File: config.mk
export PLATFORM = sky130hd
export DESIGN_NAME = offmode_wake_seq
export DESIGN_NICKNAME = d
export VERILOG_FILES = /design/src/rtl/offmode_wake_seq.sv
export SDC_FILE = /design/constraint.sdc
export NUM_CORES = 1
export LEC_CHECK = 0
export CORE_UTILIZATION = 55
export CTS_CLUSTER_DIAMETER = 200
export CTS_CLUSTER_SIZE = 12
export DETAILED_ROUTE_END_ITERATION = 10
export PLACE_DENSITY = 0.8
export SYNTH_ARGS = -nofsm -noshare
export SYNTH_HDL_FRONTEND = slang
export SYNTH_SLANG_ARGS = --single-unit
File: constraint.sdc
create_clock -name clk -period 3.6 [get_ports clk]
set_clock_uncertainty 0.15 [all_clocks]
set_input_delay 0.72 -clock clk [delete_from_list [all_inputs] [get_ports clk]]
set_output_delay 0.72 -clock clk [all_outputs]
set_load 0.02 [all_outputs]
File: src/rtl/offmode_wake_seq.sv
module offmode_wake_seq #(
  parameter int CNT_W    = 16,
  parameter int SCALE_SH = 3,
  parameter int SYNC_N   = 2
) (
  input  logic               clk,
  input  logic               rst_n,
  input  logic               slow_clk,
  input  logic               wake_req,
  input  logic               ext_mode,
  input  logic [2*CNT_W-1:0] rail_setup,
  input  logic [CNT_W-1:0]   clk_setup,
  input  logic [CNT_W-1:0]   ext_setup,
  input  logic [CNT_W-1:0]   offset,
  input  logic               cmd_ack,
  output logic               clk_req,
  output logic               off_mode,
  output logic               rail1_cmd,
  output logic               rail2_cmd,
  output logic               done
);
  localparam int WAIT_W = CNT_W + SCALE_SH;

  typedef enum logic [3:0] {
    S_IDLE, S_CLKREQ, S_OFFSET, S_R2_CMD, S_R2_WAIT,
    S_R1_CMD, S_R1_WAIT, S_EXT_WAIT, S_CLK_WAIT, S_DONE
  } state_t;

  state_t            state;
  logic [SYNC_N:0]   slow_sync;
  logic              tick;
  logic [WAIT_W-1:0] wait_cnt;
  logic [CNT_W-1:0]  cs_cnt;
  logic              wait_zero;
  logic              mode_q;
  logic [CNT_W-1:0]  rail1_q, rail2_q, clk_q, ext_q, off_q;

  always_ff @(posedge clk or negedge rst_n)
    if (!rst_n) slow_sync <= '0;
    else        slow_sync <= {slow_sync[SYNC_N-1:0], slow_clk};

  assign tick      = slow_sync[SYNC_N-1] & ~slow_sync[SYNC_N];
  assign wait_zero = (wait_cnt == '0);

  always_ff @(posedge clk or negedge rst_n) begin
    if (!rst_n) begin
      state    <= S_IDLE;
      wait_cnt <= '0;
      cs_cnt   <= '0;
      mode_q   <= 1'b0;
      rail1_q  <= '0;
      rail2_q  <= '0;
      clk_q    <= '0;
      ext_q    <= '0;
      off_q    <= '0;
    end else begin
      if (tick && cs_cnt != '0) cs_cnt <= cs_cnt - 1'b1;
      case (state)
        S_IDLE:
          if (wake_req) begin
            mode_q  <= ext_mode;
            rail1_q <= rail_setup[CNT_W-1:0];
            rail2_q <= rail_setup[2*CNT_W-1:CNT_W];
            clk_q   <= clk_setup;
            ext_q   <= ext_setup;
            off_q   <= offset;
            state   <= S_CLKREQ;
          end
        S_CLKREQ: begin
          wait_cnt <= WAIT_W'(off_q);
          cs_cnt   <= clk_q;
          state    <= S_OFFSET;
        end
        S_OFFSET:
          if (wait_zero) begin
            if (mode_q) begin
              wait_cnt <= WAIT_W'(ext_q);
              state    <= S_EXT_WAIT;
            end else begin
              state    <= S_R2_CMD;
            end
          end else if (tick) begin
            wait_cnt <= wait_cnt - 1'b1;
          end
        S_R2_CMD:
          if (cmd_ack) begin
            wait_cnt <= {rail2_q, {SCALE_SH{1'b0}}};
            state    <= S_R2_WAIT;
          end
        S_R2_WAIT:
          if (wait_zero) state <= S_R1_CMD;
          else           wait_cnt <= wait_cnt - 1'b1;
        S_R1_CMD:
          if (cmd_ack) begin
            wait_cnt <= {rail1_q, {SCALE_SH{1'b0}}};
            state    <= S_R1_WAIT;
          end
        S_R1_WAIT:
          if (wait_zero) state <= S_CLK_WAIT;
          else           wait_cnt <= wait_cnt - 1'b1;
        S_EXT_WAIT:
          if (wait_zero)  state <= S_CLK_WAIT;
          else if (tick)  wait_cnt <= wait_cnt - 1'b1;
        S_CLK_WAIT:
          if (cs_cnt == '0) state <= S_DONE;
        S_DONE:
          if (!wake_req) state <= S_IDLE;
        default: state <= S_IDLE;
      endcase
    end
  end

  assign clk_req   = (state != S_IDLE);
  assign off_mode  = (state == S_IDLE) || (state == S_CLKREQ) || (state == S_OFFSET);
  assign rail2_cmd = (state == S_R2_CMD);
  assign rail1_cmd = (state == S_R1_CMD);
  assign done      = (state == S_DONE);
endmodule

Yosys cells after proc, flatten, opt, wreduce, memory -nomap -nowiden --
Cells that the tools add are included.
Storage, ports and cells: bits in registers 123, bits of input ports 86, output and inout bits 5, logic and storage cells 69
Cells by class: add/sub/neg operators 2, eq/ne operators 20, multiplexer cells 20, bitwise operators 2, reduce and logical (&&, ||, !) cells 15
Operator list (number):
- $mux 19 | 7
- $pmux 19 s6 | 1
- $pmux 4 s9 | 1
- $mux 16 | 2
- $mux 4 | 8
- $logic_not 19->1 | 1
- $sub 19x1->19 const B | 1
- $ne 2x2->1 const B | 9
- $eq 4x3->1 const B | 4
- $logic_not 16->1 | 1
- $reduce_bool 16->1 | 1
- $sub 16x1->16 const B | 1
- $eq 4x2->1 const B | 2
- $eq 4x4->1 const B | 2
- $reduce_and 8->1 | 1
- $reduce_and 6->1 | 1
- $reduce_bool 6->1 | 1
- $eq 4x1->1 const B | 1
- $logic_not 4->1 | 1
- $reduce_bool 4->1 | 1
- $reduce_or 2->1 | 2
- $mux 3 | 1
- $ne 3x3->1 const B | 1
- $logic_or 1x1->1 | 2
- other kinds (6) | 6

Longest topological paths before layout --
Gate-level depths: netlist of the first run.
word-level depth 5, mapped depth 10

Worst setup path after synthesis of the first run --
OpenSTA, ideal clock, no wires.
path type register to register, start register wait_cnt[15] (netlist name), end register cs_cnt[10], arrival 2.230 ns, path slack 1.094 ns, cell stages (with the launch flop) 9, buffers on the path 2, period minus slack after synthesis 2.506 ns, path through dfrtp_1 -> buf_6 -> or4_4 -> or2_4 -> nor3_4 -> a21o_4 -> nor2_4 -> buf_6 -> mux2_4
RTL lines:
- end signal: assignment | line 57 | if (tick && cs_cnt != '0) cs_cnt <= cs_cnt - 1'b1;
- end signal: assignment | line 71 | cs_cnt <= clk_q;
- end: declaration | line 33 | logic [CNT_W-1:0] cs_cnt;

Worst setup path after layout of the first run --
start register state[0], end output port clk_req
On the way: longest elaborated chain between the ends 1
RTL lines:
- start: declaration | line 29 | state_t state;
- start signal: assignment | line 47 | state <= S_IDLE;
- start signal: assignment | line 67 | state <= S_CLKREQ;
- start signal: assignment | line 72 | state <= S_OFFSET;
- $reduce_bool 4->1 | line 113 | assign clk_req = (state != S_IDLE);
- end: declaration | line 16 | output logic clk_req,
Every way passes these cells.

==> results of run 1 <==
[how the worst max path moves through the flow]
stage | startpoint | to | slack, ps | cells after the start
3_5_place_dp | cmd_ack | cs_cnt[1] | 400 | 8
2_1_floorplan | wait_cnt[15] | cs_cnt[10] | 1090 | 8
3_3_place_gp | cmd_ack | cs_cnt[15] | 470 | 8
4_1_cts | state[0] | clk_req | 250 | 3
6_report | state[0] | clk_req | 250 | 3
5_1_grt | state[0] | rail2_cmd | 80 | 3
[critical path: stages, from the launching register on]
cell and delay, ps:
dfrtp_1 690, nor4_1 740, inv_1 80, clkdlybuf4s50_1 560
[layout make-up]
cell class,count,share of cell area (%)
multi-input cells,452,40.2
flip-flops and latches,123,37.4
repair buffers,104,12.5
clock buffers,21,5.60
well taps,143,2.17
clock inverters,10,1.72
inverters,8,0.365
[logic make-up (layout without fill, tap and decap cells)]
group	after synthesis	after routing	share of synthesized area, %
compound gates	144	144	14.4
xor+xnor	26	26	3.45
fa+ha+maj	2	2	0.380
buf+inv	50	143	3.21
flops	123	123	46.7
mux	98	98	17.3
simple gates	182	182	14.6
[Yosys cell counts, types with 9 or more instances]
master,number
a21oi_1,23
nor3_1,28
nand2_1,36
nor2_1,46
clkbuf_1,28
o21ai_0,44
a211oi_1,22
nand2b_1,9
mux2_2,88
nor4_1,12
xnor2_1,13
dfrtp_1,123
o31ai_1,11
mux2_4,10
xor2_1,13
[state kept, by name, indices dropped and copies added (netlist names)]
name	flops
clk_q	16
cs_cnt	16
ext_q	16
mode_q	1
off_q	16
rail1_q	16
rail2_q	16
slow_sync	3
state	4
wait_cnt	19
[layer usage]
layer | track usage, % | routed length, um | vias to the layer above
met5 | 0 | 0 | -
met4 | 9.91 | 342 | 0
met3 | 5.88 | 825 | 27
met2 | 47.3 | 8280 | 163
met1 | 36.0 | 7100 | 2595
li1 | - | - | 2459
[metrics by stage]
step	total power (W)	utilization (%)	instance area [um2]	setup WS (ps)
floorplan	0.00541	-	6590	1090
global placement	0.00629	65.9	7620	474
detailed placement	0.00647	65.9	7620	397
CTS	0.00823	71.1	8230	250
global route	0.00876	71.1	8230	76.8
finish	0.00825	71.1	8230	250
[power breakdown]
part           internal (W)  switching (W)
clock network       0.00112       0.000611
registers           0.00211       0.000659
logic               0.00182        0.00193
==> results.txt, run 1 <==
Maximum vdd drop - 0.561 mV
Num ports - 91
Drt first-iter violations - 330
Initial Util - 57.0%
# Max-Cap Violations - 0
Reg-to-Reg Start - wait_cnt[0]
Worst-Skew Late Latency - 420 ps
Hold-fix buffers, CTS - 0
Area of the mapped netlist - 6590 um2
Max_slew headroom - 44.1%
Reg area - 3080 um2
Final Hold Fails - 0
Most frequent cells in the layout - dfrtp_1, clkdlybuf4s50_1, mux2_2
Initial antenna violation count - 0
Fmax achieved - 299 MHz
Most area-hungry cell type in the Yosys netlist - dfrtp_1
Vias in the first global route - 5,341
Largest net degree at the start of global routing - 67
CTS tree - built
Worst Tran Pin Value - 838 ps
Die Width - 111 um
Hold EP - slow_sync[1]
Hold Startpoint - slow_sync[0]
Hold Path Stages - 0
Post-synth EDFFs - 0
Fillers - 845
Commonest non-fill, non-tap cell in the layout - dfrtp_1
Register area share after synthesis - 46.7%
Vias per cell - 6.09
Outcome - finished with violations
#FFs+latches synth - 123
Post-synth top area share - 46.7%
Crit Path Category - reg -> out
RSZ-0062 raised after global routing - false
Crit end category - output pin
R2R cell count - 9
Antenna Nets Post-Route - 0
FF-to-FF setup slack - 520 ps
Detailed placer's ending HPWL - 11,600 um
Via count - 5,244
WP data arrival - 2480 ps
Number of CTS-inserted buffers - 17
Crit Path Max Fanout - 28
Resize count post-CTS - 0
WHS - 205 ps
Die Ht - 111 um
Synthesis-to-layout area growth - 24.8%
Slew Limit Fails - 0
Critical path required time - 2730 ps
Post-placement cell count - 830
Synth Instances - 625
Placer congestion estimate - 0.883
Root Driver - clkbuf_16
Reg2reg end - cs_cnt[8]
Main synth FF type - dfrtp_1
Diodes inserted - 0
# setup viols final - 0
Startpoint Class - flop
Largest cells by area after synthesis - dfrtp_1, mux2_2, o21ai_0
Leak Pwr - 3.33 nW
Period utilization - 93.0%
Pwr/cell area - 1000 nW/um2
Hold Crit Class - reg -> reg
Ys Warns - 0
Syn_area_per_cell - 10.5 um2
Multi-input combinational cell area - 3310 um2
DIE AREA - 12,400 um2
Clock sinks - 123
Site Rows - 39
Post-Layout Cell Count - 861
Synth async-reset ratio - 100%
GRT overflow - 0
Crit path time final - 3350 ps
Failing checks - DRC
Clock Path Buffers - 2
Netlist cell types - 67
NumNets Final - 794
WL final - 16,500 um
Port Buffers - 90
Post-CTS Setup Inserts - 0
First-pass GRT wire length - 27,100 um
Share of cells above drive strength 1 - 21.7%
Htree depth - 4
Core area - 11,600 um2
Final TNS setup - 0 ps
# DRC - 4
Total iterations of the first detailed-routing run - 8
Clk pin slew, worst setup/hold paths - 50 ps
Routed len/inst - 19.2 um
Mapped Nets - 713
Global-route usage over all layers - 28.1%
Power figures use the tool's default switching activity.
==> inputs of run 2 (changes only) <==
Settings changed: CORE_UTILIZATION 55 to 35, PLACE_DENSITY 0.8 to not set, SLEW_MARGIN set to 20.
==> results.txt, run 2 (same netlist as run 1, synthesis figures left out) <==
Outcome - finished with violations (unchanged)
Failing checks - DRC (unchanged)
Vias per cell - 5.50 (was 6.09)
Leak Pwr - 3.36 nW (was 3.33 nW)
Worst Tran Pin Value - 740 ps (was 838 ps)
FF-to-FF setup slack - 600 ps (was 520 ps)
Reg2reg end - cs_cnt[14] (was cs_cnt[8])
Pwr/cell area - 990 nW/um2 (was 1000 nW/um2)
Htree depth - 4 (unchanged)
Top reg by flops - wait_cnt (unchanged)
NumNets Final - 795 (was 794)
Critical path required time - 2730 ps (about the same)
R2R cell count - 9 (unchanged)
Startpoint Class - flop (unchanged)
Period utilization - 96.1% (was 93.0%)
Reg area - 3080 um2 (about the same)
Post-CTS Setup Inserts - 0 (unchanged)
Crit path to - rail2_cmd (was clk_req)
Global-route usage over all layers - 18.6% (was 28.1%)
Final Hold Fails - 0 (unchanged)
Crit Path Max Fanout - 16 (was 28)
Site Rows - 49 (was 39)
Fmax achieved - 289 MHz (was 299 MHz)
Num ports - 91 (unchanged)
Crit path depth - 4 (was 3)
Initial antenna violation count - 0 (unchanged)
Most frequent cells in the layout - dfrtp_1, clkdlybuf4s50_1, mux2_2 (unchanged)
Clock sinks - 123 (unchanged)
# Max-Cap Violations - 0 (unchanged)
Routed len/inst - 18.2 um (was 19.2 um)
Maximum vdd drop - 0.422 mV (was 0.561 mV)
RSZ-0062 raised after global routing - false (unchanged)
Placer congestion estimate - 0.908 (was 0.883)
Port Buffers - 90 (unchanged)
Share of cells above drive strength 1 - 22.4% (was 21.7%)
Largest net degree at the start of global routing - 58 (was 67)
Root Driver - clkbuf_16 (unchanged)
First-pass GRT wire length - 28,200 um (was 27,100 um)
Clk pin slew, worst setup/hold paths - 60 ps (was 50 ps)
Initial Util - 36.2% (was 57.0%)
Die Width - 139 um (was 111 um)
Detailed placer's ending HPWL - 12,600 um (was 11,600 um)
Core area - 18,200 um2 (was 11,600 um2)
GRT overflow - 0 (unchanged)
Number of flip-flops in the largest register - 19 (unchanged)
Crit Path Category - reg -> out (unchanged)
Diodes inserted - 0 (unchanged)
Crit path time final - 3460 ps (was 3350 ps)
Antenna Nets Post-Route - 0 (unchanged)
Worst stage delay on the critical path - 700 ps (was 740 ps)
Total iterations of the first detailed-routing run - 10 (was 8)
Hold Crit Class - in -> async (was reg -> reg)
Worst-Skew Late Latency - 420 ps (about the same)
Fillers - 1,638 (was 845)
# setup viols final - 0 (unchanged)
Slew Limit Fails - 0 (unchanged)
Commonest non-fill, non-tap cell in the layout - dfrtp_1 (unchanged)
Die Ht - 139 um (was 111 um)
Number of CTS-inserted buffers - 17 (unchanged)
Clock Path Buffers - 2 (unchanged)
Via count - 5,221 (was 5,244)
Hold-fix buffers, CTS - 0 (unchanged)
Critical-path cell list - buf_4 > nand2_1 > nor3_1 > clkdlybuf4s50_1 (was nor4_1 > inv_1 > clkdlybuf4s50_1)
Worst setup path startpoint - state[1] (was state[0])
Multi-input combinational cell area - 3310 um2 (unchanged)
Slowest cell on crit path - clkdlybuf4s50_1 (was nor4_1)
Reg-to-Reg Start - wait_cnt[0] (unchanged)
Final core occ - 45.9% (was 71.1%)
# DRC - 5 (was 4)
Vias in the first global route - 5,290 (was 5,341)
DIE AREA - 19,400 um2 (was 12,400 um2)
Worst path bufs/invs - 2 (unchanged)
WHS - 204 ps (was 205 ps)
Family with the most delay on the worst path - buffers and inverters (was simple AND/OR/NAND/NOR gates)
Crit end category - output pin (unchanged)
CTS tree - built (unchanged)
WL final - 17,200 um (was 16,500 um)
Drt first-iter violations - 366 (was 330)
Max_slew headroom - 50.7% (was 44.1%)
Synthesis-to-layout area growth - 26.7% (was 24.8%)
WP data arrival - 2590 ps (was 2480 ps)
Final TNS setup - 0 ps (unchanged)
## run 2: how the worst min path moves through the flow
| stage | start | endpoint | cells past startpoint | slack (ps) |
|---|---|---|---|---|
| 2_1_floorplan | slow_sync[0] | slow_sync[1] | 0 | 180 |
| 3_3_place_gp | slow_sync[0] | slow_sync[1] | 0 | 190 |
| 3_5_place_dp | slow_sync[0] | slow_sync[1] | 0 | 200 |
| 4_1_cts | rst_n | slow_sync[0] | 1 | 230 |
| 5_1_grt | slow_sync[0] | slow_sync[1] | 0 | 230 |
| 6_report | rst_n | ext_q[5] | 1 | 200 |
## run 2: stage by stage
stage | cell area, um2 | setup WS [ps] | instances | total power [W]
6_report | 8350 | 140 | 949 | 0.00827
5_1_grt | 8350 | 21.4 | 949 | 0.00883
4_1_cts | 8350 | 55.9 | 949 | 0.00833
3_5_place_dp | 7730 | 388 | 917 | 0.00648
3_3_place_gp | 7730 | 484 | 917 | 0.00635
2_1_floorplan | 6590 | 1090 | 625 | 0.00541
## run 2: routing by layer
| metal | share of wire [%] | GRT usage [%] |
|---|---|---|
| met1 | 45 | 24.5 |
| met2 | 48 | 30.0 |
| met3 | 5.6 | 4.85 |
| met4 | 1.5 | 5.91 |
| met5 | 0 | 0 |
## run 2: worst register-to-register path, stage by stage (launching register included)
cell and delay (ps):
dfrtp_1 430, inv_1 80, ha_1 170, nor2b_1 500, nand3_1 270, nor3_4 330
a21o_4 340, nor2_4 70, buf_4 210, mux2_4 330
## run 2: timing repair
action / in CTS / in global routing
hold endpoints to repair: 0 / 0
gates resized for setup: 0 / 1
endpoints found under the setup margin: 0 / 1
## run 2: power breakdown
group | total [W] | leakage, nW | internal, W | switching [W]
combinational | 0.00365 | 1.58 | 0.00181 | 0.00184
clock | 0.00181 | 0.309 | 0.00113 | 0.000681
sequential | 0.00281 | 1.47 | 0.00211 | 0.000706
total | 0.00827 | 3.36 | 0.00504 | 0.00323
## run 2: area by class of cell
type | count | area share [%]
clock buffer | 18 | 5.26
tap | 229 | 3.43
timing repair buffer | 105 | 12.3
inverter | 8 | 0.360
sequential | 123 | 36.9
multi-input combinational | 452 | 39.6
clock inverter | 14 | 2.17
